<file path="src/rtl/wake_pkg.sv">
package wake_pkg;

  // Default raw start pattern that precedes every packet.
  localparam logic [7:0] START_PATTERN_DEFAULT = 8'hA7;

  typedef enum logic {
    ST_HUNT,
    ST_PAYLOAD
  } rxState_e;

  // Strobes issued by the control FSM to the datapath.
  typedef struct packed {
    logic clearHunt;    // empty the start-pattern window
    logic captureChip;  // remember the first chip of a pair
    logic shiftBit;     // push a decoded bit into the payload register
    logic loadChannel;  // copy the channel field to the outputs
  } rxStrobe_t;

endpackage

</file>
<file path="src/rtl/wake_rx_datapath.sv">
module wake_rx_datapath
  import wake_pkg::*;
#(
  parameter int unsigned START_W = 8,
  parameter logic [START_W-1:0] START_PAT = START_PATTERN_DEFAULT,
  parameter int unsigned ADDR_W = 8,
  parameter int unsigned APP_W = 26,
  parameter int unsigned BAND_W = 4,
  parameter int unsigned SEL_W = 8
) (
  input  logic              bitClk,
  input  logic              rstN,
  input  logic              serialIn,
  input  logic [ADDR_W-1:0] localAddr,
  input  logic [APP_W-1:0]  localAppId,
  input  rxStrobe_t         strobe,
  output logic              startHit,
  output logic              firstChip,
  output logic              fieldsMatch,
  output logic [BAND_W-1:0] chanBand,
  output logic [SEL_W-1:0]  chanSelect
);

  localparam int unsigned CHAN_W = BAND_W + SEL_W;
  localparam int unsigned PAY_W  = ADDR_W + APP_W + CHAN_W;

  logic [START_W-1:0] huntWin;
  logic [START_W-1:0] huntNext;
  logic [PAY_W-1:0]   payloadQ;
  logic [PAY_W-1:0]   payloadNext;
  logic [ADDR_W-1:0]  rxAddr;
  logic [APP_W-1:0]   rxApp;
  logic [CHAN_W-1:0]  rxChan;

  // Start-pattern window: the newest chip enters at bit 0.
  assign huntNext = {huntWin[START_W-2:0], serialIn};
  assign startHit = (huntNext == START_PAT);

  always_ff @(negedge bitClk or negedge rstN) begin
    if (!rstN) begin
      huntWin <= '0;
    end else if (strobe.clearHunt) begin
      huntWin <= '0;
    end else begin
      huntWin <= huntNext;
    end
  end

  // First chip of the current Manchester pair.
  always_ff @(negedge bitClk or negedge rstN) begin
    if (!rstN) begin
      firstChip <= 1'b0;
    end else if (strobe.captureChip) begin
      firstChip <= serialIn;
    end
  end

  // The second chip of a legal pair equals the decoded bit.
  assign payloadNext = {payloadQ[PAY_W-2:0], serialIn};

  always_ff @(negedge bitClk or negedge rstN) begin
    if (!rstN) begin
      payloadQ <= '0;
    end else if (strobe.shiftBit) begin
      payloadQ <= payloadNext;
    end
  end

  // Field split of the payload once its last bit arrives.
  assign rxAddr = payloadNext[PAY_W-1 -: ADDR_W];
  assign rxApp  = payloadNext[CHAN_W +: APP_W];
  assign rxChan = payloadNext[CHAN_W-1:0];

  assign fieldsMatch = (rxAddr == localAddr) && (rxApp == localAppId);

  always_ff @(negedge bitClk or negedge rstN) begin
    if (!rstN) begin
      chanBand   <= '0;
      chanSelect <= '0;
    end else if (strobe.loadChannel) begin
      chanBand   <= rxChan[CHAN_W-1 -: BAND_W];
      chanSelect <= rxChan[SEL_W-1:0];
    end
  end

endmodule

</file>
<file path="src/rtl/wake_rx_control.sv">
module wake_rx_control
  import wake_pkg::*;
#(
  parameter int unsigned PAY_W = 46
) (
  input  logic      bitClk,
  input  logic      rstN,
  input  logic      serialIn,
  input  logic      startHit,
  input  logic      firstChip,
  input  logic      fieldsMatch,
  output rxStrobe_t strobe,
  output logic      wakeMatch,
  output logic      decodeErr
);

  localparam int unsigned CHIPS = 2 * PAY_W;
  localparam int unsigned CNT_W = $clog2(CHIPS);
  localparam logic [CNT_W-1:0] LAST_CHIP = CNT_W'(CHIPS - 1);

  rxState_e        state;
  rxState_e        stateNext;
  logic [CNT_W-1:0] chipCnt;
  logic [CNT_W-1:0] chipCntNext;
  logic             setWake;
  logic             setErr;

  always_comb begin
    strobe      = '0;
    stateNext   = state;
    chipCntNext = chipCnt;
    setWake     = 1'b0;
    setErr      = 1'b0;
    unique case (state)
      ST_HUNT: begin
        if (startHit) begin
          stateNext   = ST_PAYLOAD;
          chipCntNext = '0;
        end
      end
      ST_PAYLOAD: begin
        chipCntNext = chipCnt + 1'b1;
        if (!chipCnt[0]) begin
          strobe.captureChip = 1'b1;
        end else if (firstChip == serialIn) begin
          // Pair 00 or 11 is not a Manchester symbol.
          setErr           = 1'b1;
          strobe.clearHunt = 1'b1;
          stateNext        = ST_HUNT;
        end else begin
          strobe.shiftBit = 1'b1;
          if (chipCnt == LAST_CHIP) begin
            strobe.clearHunt = 1'b1;
            stateNext        = ST_HUNT;
            if (fieldsMatch) begin
              strobe.loadChannel = 1'b1;
              setWake            = 1'b1;
            end
          end
        end
      end
      default: stateNext = ST_HUNT;
    endcase
  end

  always_ff @(negedge bitClk or negedge rstN) begin
    if (!rstN) begin
      state     <= ST_HUNT;
      chipCnt   <= '0;
      wakeMatch <= 1'b0;
      decodeErr <= 1'b0;
    end else begin
      state     <= stateNext;
      chipCnt   <= chipCntNext;
      wakeMatch <= setWake;
      decodeErr <= setErr;
    end
  end

endmodule

</file>
<file path="src/rtl/wake_packet_matcher.sv">
module wake_packet_matcher
  import wake_pkg::*;
#(
  parameter int unsigned START_W = 8,
  parameter logic [START_W-1:0] START_PAT = START_PATTERN_DEFAULT,
  parameter int unsigned ADDR_W = 8,
  parameter int unsigned APP_W = 26,
  parameter int unsigned BAND_W = 4,
  parameter int unsigned SEL_W = 8
) (
  input  logic              bitClk,
  input  logic              rstN,
  input  logic              serialIn,
  input  logic [ADDR_W-1:0] localAddr,
  input  logic [APP_W-1:0]  localAppId,
  output logic [BAND_W-1:0] chanBand,
  output logic [SEL_W-1:0]  chanSelect,
  output logic              wakeMatch,
  output logic              decodeErr
);

  localparam int unsigned PAY_W = ADDR_W + APP_W + BAND_W + SEL_W;

  rxStrobe_t strobe;
  logic      startHit;
  logic      firstChip;
  logic      fieldsMatch;

  wake_rx_control #(
    .PAY_W(PAY_W)
  ) u_ctrl (
    .bitClk     (bitClk),
    .rstN       (rstN),
    .serialIn   (serialIn),
    .startHit   (startHit),
    .firstChip  (firstChip),
    .fieldsMatch(fieldsMatch),
    .strobe     (strobe),
    .wakeMatch  (wakeMatch),
    .decodeErr  (decodeErr)
  );

  wake_rx_datapath #(
    .START_W  (START_W),
    .START_PAT(START_PAT),
    .ADDR_W   (ADDR_W),
    .APP_W    (APP_W),
    .BAND_W   (BAND_W),
    .SEL_W    (SEL_W)
  ) u_dp (
    .bitClk     (bitClk),
    .rstN       (rstN),
    .serialIn   (serialIn),
    .localAddr  (localAddr),
    .localAppId (localAppId),
    .strobe     (strobe),
    .startHit   (startHit),
    .firstChip  (firstChip),
    .fieldsMatch(fieldsMatch),
    .chanBand   (chanBand),
    .chanSelect (chanSelect)
  );

endmodule

</file>
<file path="config.mk">
export PLATFORM = sky130hd
export DESIGN_NAME = wake_packet_matcher
export DESIGN_NICKNAME = d
export VERILOG_FILES = /design/src/rtl/wake_pkg.sv /design/src/rtl/wake_rx_datapath.sv /design/src/rtl/wake_rx_control.sv /design/src/rtl/wake_packet_matcher.sv
export SDC_FILE = /design/constraint.sdc
export NUM_CORES = 1
export LEC_CHECK = 0
export ABC_AREA = 1
export BUFFER_PORTS_ARGS = -buffer_cell sky130_fd_sc_hd__buf_2
export CORE_MARGIN = 2
export CORE_UTILIZATION = 29
export CTS_CLUSTER_SIZE = 8
export DETAILED_ROUTE_END_ITERATION = 10
export GPL_TIMING_DRIVEN = 0
export PLACE_DENSITY_LB_ADDON = 0.05
export SYNTH_ARGS = -nofsm -noshare
export SYNTH_HDL_FRONTEND = slang
export SYNTH_SLANG_ARGS = --single-unit
</file>
<file path="constraint.sdc">
create_clock -name bitClk -period 3 [get_ports bitClk]
set_input_delay 0.9 -clock bitClk [delete_from_list [all_inputs] [get_ports bitClk]]
set_output_delay 0.9 -clock bitClk [all_outputs]
set_load 0.05 [all_outputs]
</file>
==> results of run 1 <==
-- through the flow --
step | cells | power, mW
2_1_floorplan | 442 | 2.26
3_3_place_gp | 660 | 2.52
3_5_place_dp | 661 | 2.55
4_1_cts | 700 | 4.13
5_1_grt | 704 | 4.65
6_report | 704 | 4.36
-- registers in the layout, summed over array words and instances, names as in the netlist, 4 cells and up --
signal / count
u_dp.payloadQ: 45
u_dp.chanBand: 4
u_dp.chanSelect: 8
u_ctrl.chipCnt: 7
u_dp.huntWin: 7
-- path summary, 6_finish.rpt --
path | startpoint | to | slack (ns) | cells past startpoint
max in group asynchronous | rstN | u_dp.chanBand[2] | 0.54 | 2
worst min register to register | u_dp.huntWin[5] | u_dp.huntWin[6] | 0.45 | 2
worst max register to register | u_ctrl.chipCnt[0] | u_dp.chanSelect[4] | 1.11 | 9
worst max-delay path | u_dp.chanBand[3] | chanBand[3] | -0.37 | 1
worst min-delay path | u_dp.huntWin[5] | u_dp.huntWin[6] | 0.45 | 2
min in group asynchronous | rstN | u_dp.payloadQ[37] | 1.85 | 1
-- per-layer routing --
metal,routed length (microns),vias up
met1,4630,1485
met2,4830,40
met4,150,0
met5,0,-
li1,-,1532
met3,293,8
-- cell type report --
class                   count  share of cell area
clock buffers              10              0.0398
multi-input cells         280               0.337
inverters                  75              0.0503
repair buffers             81               0.157
flip-flops and latches     75               0.327
clock inverters             5              0.0179
plain buffers              10              0.0346
well taps                 168              0.0366
-- layout by cell type (no fill, tap or decap), drive strengths merged --
master,n
nand2,127
buf,84
dfrtn,75
inv,74
nor2,47
o21ai,33
nand3,20
clkbuf,17
mux2,12
o21bai,12
a21oi,10
xor2,9
bufinv,3
xnor2,3
o22ai,2
clkinv,2
o21a,1
nor4,1
nand4,1
or2,1
ha,1
clkinvlp,1
-- power by group through the flow --
stage	Clock (mW)	Combinational [mW]	Sequential [mW]
CTS	1.28	1.21	1.64
floorplan	0	0.702	1.56
finish	1.25	1.42	1.68
global route	1.32	1.60	1.73
detailed placement	0	0.929	1.62
global placement	0	0.911	1.61
-- timing repair --
action | 4_1_cts | 5_1_grt
hold buffers | 0 | 0
setup endpoints to repair | 79 | 79
setup buffers | 18 | 8
pin swaps | 17 | 42
gates cloned | 6 | 3
resized for setup | 144 | 119
-- kinds of logic (layout without fill, tap and decap cells) --
family,Yosys count,in the layout,synth area share
flops,75,75,0.515
mux,12,12,0.0370
fa+ha+maj,1,1,0.00343
xor+xnor,12,12,0.0288
simple gates,197,197,0.221
buf+inv,87,181,0.0971
compound gates,58,58,0.0985
==> results.tsv, run 1 <==
stage	metric	value	unit
outcome	run status	complete, but fails checks	
outcome	violated checks	negative setup slack	
floorplanning	Initial Util	0.300	
job	max cap viols	0	
yosys	asr flop ratio synth	1.00	
layout	Final nets	570	
drt	Routed Antenna Nets	0	
place	number of port buffers	50	
place	detailed placement HPWL	6180	microns
clocking	clock root buffer	clkbuf_16	
layout	Multi-input gate area	1940	sq um
drt	post-DR vias/cell	4.35	
yosys	top cells by area, synth	dfrtn_1 (51%), nand2_1 (13%), inv_1 (7.0%)	
setup_path	Worst path slowest cell	dfrtn_1	
yosys	Ys Warns	0	
timing	skew final	0.00585	ns
global_routing	wire length of the first global-routing pass	15800	microns
timing	Worst-Margin Slew	0.359	ns
floorplanning	die height	116	microns
drt	routed via count	3065	
power_and_ir_drop	register share of total power	0.386	
clocking	Sinks on Clock Net	75	
yosys	cells after synthesis	442	
yosys	Post-synth EDFFs	0	
global_routing	Most Crowded Layer GR	met2	
clocking	CTS tree	yes	
yosys	Avg Inst Size Synth	8.25	sq um
floorplanning	die width	116	microns
setup_path	Critical Path End Type	primary output	
yosys	register area share after synthesis	0.515	
timing	setup TNS	-13.34	ns
global_routing	largest net degree at the start of global routing	53	
clocking	clk_lat worst skew	0.35	ns
setup_path	Crit Path Max Fanout	2	
global_routing	met1 usage	0.215	
power_and_ir_drop	Peak supply drop	0.318	mV
yosys	Post-synth top cells	nand2_1 (126), dfrtn_1 (75), inv_1 (68)	
layout	register area	1880	sq um
setup_path	Critical Path, Cell by Cell	buf_6	
setup_path	critical path's largest stage delay	0.45	ns
place	DP Area	4230	sq um
power_and_ir_drop	Logic pwr share	0.326	
place	global placement routability congestion	0.759	
power_and_ir_drop	Switching Share	0.344	
timing	final hold vios	0	
global_routing	GRT met3 Usage	0.0374	
global_routing	vias in the first global route	3035	
power_and_ir_drop	Pint	2.86	mW
global_routing	met2 usage	0.250	
layout	Util after Layout	0.473	
global_routing	global route overflow	0	
timing	RSZ-0062 raised after global routing	true	
timing	Worst Slack Setup Final	-0.374	ns
setup_path	delay-heaviest family, CP	flip-flops	
setup_path	crit path kind	flop to primary output	
setup_path	CP Launch Type	flop	
yosys	post-synth top area share	0.515	
global_routing	initial antenna violation count	0	
yosys	Yosys top cell by area	dfrtn_1	
clocking	Reg clk slew, reported paths	0.05	ns
clocking	Clock Tree Buf Depth	2	
yosys	most common flop cell mapped by yosys	dfrtn_1	
setup_path	CP arrival	2.47	ns
layout	Area Overhead vs Synth	57.6	%
power_and_ir_drop	leakage	2.87	nW
timing	Slew Limit Fails	0	
clocking	htree depth	3	
drt	DRC violations left	0	
layout	fillers	1155	
power_and_ir_drop	Power Density	758	nW/um^2
floorplanning	Total Die Area	13500	sq um
timing	# setup viols final	79	
yosys	Synth cell types	28	
floorplanning	IO Count	51	
worst_hold_path	Hold Path Class	flop to flop	
yosys	top-count cell post-synth	nand2_1	
drt	TritonRoute pass-1 iters	4	
timing	hold_ws	0.448	ns
place	Post-Place Setup Slack	-0.737	ns
setup_path	Buf/Inv on CP	1	
yosys	register bit total from synthesis	75	
layout	Inserted Diodes	0	
clocking	total CTS buffers	9	
power_and_ir_drop	Switch Pwr	1.50	mW
yosys	Post-Syn Nets	480	
drt	initial DRC count	125	
setup_path	Critical Path RT	2.10	ns
yosys	Post-Syn Area	3650	sq um
layout	layout cells sized above 1	0.438	
layout	Final Cell Area	5750	sq um
timing	Max-slew headroom	0.761	
drt	final wirelength	9900	microns
floorplanning	Cell Rows	40	
floorplanning	core area	12200	sq um
power_and_ir_drop	clock network power share	0.288	
global_routing	Global Route Usage Sum	0.159	
drt	Routed WL per cell	14.1	microns
No activity file was read; power rests on OpenSTA's default activity.
==> run 2: changes to the inputs <==
--- a/config.mk
+++ b/config.mk
@@ -6,13 +6,14 @@
 export NUM_CORES = 1
 export LEC_CHECK = 0
 export ABC_AREA = 1
-export BUFFER_PORTS_ARGS = -buffer_cell sky130_fd_sc_hd__buf_2
+export BUFFER_PORTS_ARGS = -buffer_cell sky130_fd_sc_hd__clkbuf_2
 export CORE_MARGIN = 2
 export CORE_UTILIZATION = 29
 export CTS_CLUSTER_SIZE = 8
 export DETAILED_ROUTE_END_ITERATION = 10
 export GPL_TIMING_DRIVEN = 0
 export PLACE_DENSITY_LB_ADDON = 0.05
+export SKIP_CTS_REPAIR_TIMING = 1
 export SYNTH_ARGS = -nofsm -noshare
 export SYNTH_HDL_FRONTEND = slang
 export SYNTH_SLANG_ARGS = --single-unit
==> run 2 against run 1 <==
The run still ends with negative setup slack left; flip-flop and latch count is the same; via count decreased by 2.6%; clock skew about the same; critical path type unchanged; critical endpoint is now chanSelect[0].
==> results.tsv, run 2 (synthesis results as in run 1) <==
stage	metric	value	unit
outcome	run status	complete, but fails checks	
outcome	violated checks	negative setup slack	
floorplanning	core area	12200	sq um
drt	Routed Antenna Nets	0	
drt	met2 WL post-DR	4380	microns
layout	Final nets	564	
drt	initial DRC count	107	
global_routing	wire length of the first global-routing pass	14300	microns
place	number of port buffers	50	
global_routing	global route overflow	0	
clocking	clk_lat worst skew	0.35	ns
power_and_ir_drop	Power Density	749	nW/um^2
clocking	total CTS buffers	9	
drt	Max Used Layer	met4	
clocking	Clock Tree Buf Depth	2	
place	detailed placement HPWL	6180	microns
layout	max reg flops	45	
timing	skew final	0.00543	ns
floorplanning	Total Die Area	13500	sq um
power_and_ir_drop	leakage	2.77	nW
layout	Final Cell Area	5500	sq um
setup_path	Worst path slowest cell	dfrtn_1	
global_routing	largest net degree at the start of global routing	39	
timing	Worst-Margin Slew	0.570	ns
clocking	Sinks on Clock Net	75	
setup_path	Crit Path Max Fanout	2	
layout	largest registers	u_dp.payloadQ (45), u_dp.chanSelect (8)	
setup_path	Critical Path, Cell by Cell	buf_6	
setup_path	crit path kind	flop to primary output	
timing	final hold vios	0	
layout	commonest cells after routing, fill and taps aside	nand2_1 (90), dfrtn_1 (75), inv_1 (60)	
drt	Routed WL per cell	13.5	microns
timing	RSZ-0062 raised after global routing	true	
timing	# setup viols final	78	
drt	DRT met1 WL	4660	microns
timing	Slew Limit Fails	0	
layout	Reg with most FFs	u_dp.payloadQ	
clocking	clock root buffer	clkbuf_16	
floorplanning	IO Count	51	
setup_path	Critical Path RT	2.10	ns
floorplanning	Initial Util	0.300	
timing	Max-slew headroom	0.620	
timing	setup TNS	-14.30	ns
timing	Worst Slack Setup Final	-0.366	ns
floorplanning	Cell Rows	40	
setup_path	CP Launch Type	flop	
place	DP Area	4220	sq um
setup_path	Critical Path End Type	primary output	
power_and_ir_drop	Peak supply drop	0.302	mV
floorplanning	die height	116	microns
place	global placement routability congestion	0.766	
layout	Inserted Diodes	0	
global_routing	Global Route Usage Sum	0.144	
layout	layout cells sized above 1	0.416	
drt	post-DR vias/cell	4.27	
clocking	htree depth	3	
layout	commonest non-fill, non-tap cell in the layout	nand2_1	
clocking	Reg clk slew, reported paths	0.05	ns
floorplanning	die width	116	microns
job	max cap viols	0	
setup_path	Buf/Inv on CP	1	
setup_path	CP arrival	2.47	ns
drt	TritonRoute pass-1 iters	4	
setup_path	critical path's largest stage delay	0.44	ns
global_routing	initial antenna violation count	0	
drt	wire length on met3	294	microns
global_routing	vias in the first global route	2707	
drt	routed via count	2986	
drt	DRC violations left	0	
layout	Area Overhead vs Synth	50.7	%
drt	final wirelength	9440	microns
worst_hold_path	Hold Path Class	flop to flop	
timing	hold_ws	0.444	ns
setup_path	delay-heaviest family, CP	flip-flops	
clocking	CTS tree	yes	
run 2: metal layers:
layer | vias to the layer above | track usage
li1 | 1528 | -
met1 | 1418 | 0.196
met2 | 33 | 0.219
met3 | 7 | 0.0472
met4 | 0 | 0.0452
met5 | - | 0
run 2: power by group:
group | switching, mW | internal, mW | leakage (nW)
clock | 0.438 | 0.666 | 0.139
combinational | 0.717 | 0.639 | 1.73
sequential | 0.300 | 1.36 | 0.908
run 2: per-stage QoR:
stage | util | setup slack [ns] | power [mW] | std cells
2_1_floorplan | - | -0.348 | 2.26 | 442
3_3_place_gp | 0.345 | -1.26 | 2.52 | 660
3_5_place_dp | 0.347 | -0.774 | 2.54 | 661
4_1_cts | 0.371 | -0.488 | 3.68 | 677
5_1_grt | 0.452 | -0.398 | 4.42 | 699
6_report | 0.452 | -0.366 | 4.12 | 699
run 2: worst paths after layout:
check | startpoint | end | slack, ns | depth (start not counted)
max | u_dp.chanSelect[0] | chanSelect[0] | -0.37 | 1
min | u_dp.payloadQ[22] | u_dp.payloadQ[22] | 0.44 | 2
max reg2reg | u_ctrl.chipCnt[0] | u_dp.chanBand[2] | 1.13 | 9
min reg2reg | u_dp.payloadQ[22] | u_dp.payloadQ[22] | 0.44 | 2
max in group asynchronous | rstN | u_dp.payloadQ[35] | 0.41 | 2
min in group asynchronous | rstN | u_dp.payloadQ[38] | 1.95 | 1
run 2: area by class of cell:
type,instances,area (sq um)
buffer,12,193
clock buffer,12,246
clock inverter,4,50.0
fill,1220,6660
inverter,75,289
multi-input combinational,280,1880
sequential,75,1880
tap,168,210
timing repair buffer,73,756
run 2: worst reg2reg max path, stage by stage, from the launching register on:
cell       delay [ns]
dfrtn_1          0.46
ha_1             0.22
nand3_1          0.09
nor2_1           0.17
nand2_1          0.12
nor2_4           0.15
nand3_4          0.14
clkbuf_16        0.19
o21bai_4         0.12
nand2_1          0.05
==> run 3: changes to the inputs <==
--- a/config.mk
+++ b/config.mk
@@ -11,7 +11,6 @@
 export CORE_UTILIZATION = 29
 export CTS_CLUSTER_SIZE = 8
 export DETAILED_ROUTE_END_ITERATION = 10
-export GPL_TIMING_DRIVEN = 0
 export PLACE_DENSITY_LB_ADDON = 0.05
 export SKIP_CTS_REPAIR_TIMING = 1
 export SYNTH_ARGS = -nofsm -noshare
==> constraint.sdc (replaced) <==
create_clock -name bitClk -period 3 [get_ports bitClk]
set_input_delay 0.3 -clock bitClk [delete_from_list [all_inputs] [get_ports bitClk]]
set_output_delay 0.3 -clock bitClk [all_outputs]
set_load 0.05 [all_outputs]
==> run 3 against run 2 <==
The flow now finishes without violations; via count shrank 7.0%; combinational power decreased by 34%; power down 15%; utilization shrank 8.2 points; cell area is 18% lower; routed wire length decreased by 15%; setup slack better by 0.50 ns; first-iteration DRC count fell by 5.6%; critical path type unchanged; largest power group unchanged.
==> results.tsv, run 3 (synthesis results as in run 1) <==
stage	metric	value	unit
layout	commonest cells after routing, fill and taps aside	nand2_1 (126), dfrtn_1 (75), inv_1 (68)	
setup_path	Crit Path Max Fanout	2	
layout	Area Overhead vs Synth	23.5	%
drt	final wirelength	8030	microns
timing	setup TNS	0	ns
clocking	htree depth	3	
clocking	clock root buffer	clkbuf_16	
power_and_ir_drop	Peak supply drop	0.394	mV
floorplanning	die height	116	microns
timing	Slew Limit Fails	0	
worst_hold_path	hold path start	u_dp.payloadQ[19]	
floorplanning	die width	116	microns
global_routing	global route overflow	0	
floorplanning	Total Die Area	13500	sq um
global_routing	wire length of the first global-routing pass	13800	microns
drt	routed via count	2777	
floorplanning	Initial Util	0.300	
power_and_ir_drop	Power Density	782	nW/um^2
setup_path	CP arrival	2.56	ns
layout	Final nets	542	
floorplanning	core area	12200	sq um
timing	Worst-Margin Slew	0.370	ns
drt	Routed Antenna Nets	0	
setup_path	r2r worst-path depth	9	
layout	layout cells sized above 1	0.220	
drt	met2 WL post-DR	3550	microns
drt	post-DR vias/cell	4.10	
power_and_ir_drop	leakage	2.41	nW
drt	wire length on met3	359	microns
setup_path	CP Launch Type	flop	
timing	Max-slew headroom	0.753	
outcome	run status	finished clean	
drt	Routed WL per cell	11.9	microns
timing	# setup viols final	0	
floorplanning	Cell Rows	40	
clocking	clk_lat worst skew	0.34	ns
clocking	Reg clk slew, reported paths	0.04	ns
layout	Multi-input gate area	1420	sq um
setup_path	worst setup path startpoint	u_dp.chanSelect[7]	
layout	Final Cell Area	4500	sq um
setup_path	Critical Path End Type	primary output	
worst_hold_path	Hold Path Class	flop to flop	
setup_path	Worst path slowest cell	dfrtn_1	
layout	register area	1880	sq um
place	number of port buffers	50	
setup_path	critical path's largest stage delay	0.43	ns
layout	fillers	1306	
setup_path	crit path kind	flop to primary output	
clocking	Clock Tree Buf Depth	2	
setup_path	path length in cells of the critical path	1	
setup_path	Critical Path RT	2.70	ns
setup_path	Critical Path, Cell by Cell	clkbuf_2	
drt	initial DRC count	101	
timing	skew final	0.00473	ns
layout	max reg flops	45	
place	DP Area	4220	sq um
setup_path	RR Startpoint	u_ctrl.chipCnt[0]	
worst_hold_path	hold depth	2	
global_routing	largest net degree at the start of global routing	45	
global_routing	initial antenna violation count	0	
setup_path	Buf/Inv on CP	1	
timing	final hold vios	0	
timing	RSZ-0062 raised after global routing	false	
layout	Reg with most FFs	u_dp.payloadQ	
setup_path	delay-heaviest family, CP	flip-flops	
clocking	total CTS buffers	9	
floorplanning	IO Count	51	
layout	commonest non-fill, non-tap cell in the layout	nand2_1	
clocking	CTS tree	yes	
place	detailed placement HPWL	5910	microns
drt	Max Used Layer	met4	
global_routing	vias in the first global route	2759	
drt	DRT met1 WL	4030	microns
layout	Inserted Diodes	0	
global_routing	Global Route Usage Sum	0.135	
place	global placement routability congestion	0.731	
drt	DRC violations left	0	
layout	largest registers	u_dp.payloadQ (45), u_dp.chanSelect (8)	
drt	TritonRoute pass-1 iters	4	
job	max cap viols	0	
clocking	Sinks on Clock Net	75	
run 3: cell count changes in the layout (fill, tap and decap cells not counted), sizes merged:
cell,previous run,this run
clkbuf,42,61
bufinv,1,0
buf,55,14
clkinv,2,3
run 3: path summary, 6_finish.rpt:
path	slack, ns	endpoint
setup / recovery	0.14	chanSelect[7]
hold / removal	0.43	u_dp.payloadQ[19]
setup reg to reg	1.14	u_dp.chanSelect[0]
hold reg to reg	0.43	u_dp.payloadQ[19]
max in group asynchronous	1.27	u_ctrl.wakeMatch
min in group asynchronous	1.19	u_dp.payloadQ[38]
run 3: metrics by stage:
step           std cells  hold WS (ns)  total power [mW]   util  setup WS [ns]
2_1_floorplan        442         0.414              2.21      -          0.159
3_3_place_gp         661         0.433              2.51  0.347        -0.0655
3_5_place_dp         661         0.434              2.54  0.347        -0.0859
4_1_cts              677         0.435              3.60  0.370          0.111
5_1_grt              677         0.467              3.83  0.370         0.0919
6_report             677         0.431              3.52  0.370          0.137
run 3: final cells by class:
cell class              instances  area share
flip-flops and latches         75       0.417
multi-input cells             280       0.314
repair buffers                 63      0.0972
inverters                      75      0.0625
clock buffers                  12      0.0569
well taps                     168      0.0467
clock inverters                 4     0.00556
run 3: routing by layer:
| layer | vias up | GRT usage |
|---|---|---|
| met5 | - | 0 |
| met4 | 0 | 0.0381 |
| met3 | 5 | 0.0509 |
| met2 | 43 | 0.204 |
| met1 | 1255 | 0.183 |
| li1 | 1474 | - |
run 3: where the power goes:
part	switching [mW]	total [mW]	internal, mW
registers	0.233	1.59	1.36
clock network	0.426	1.03	0.602
logic	0.516	0.901	0.385
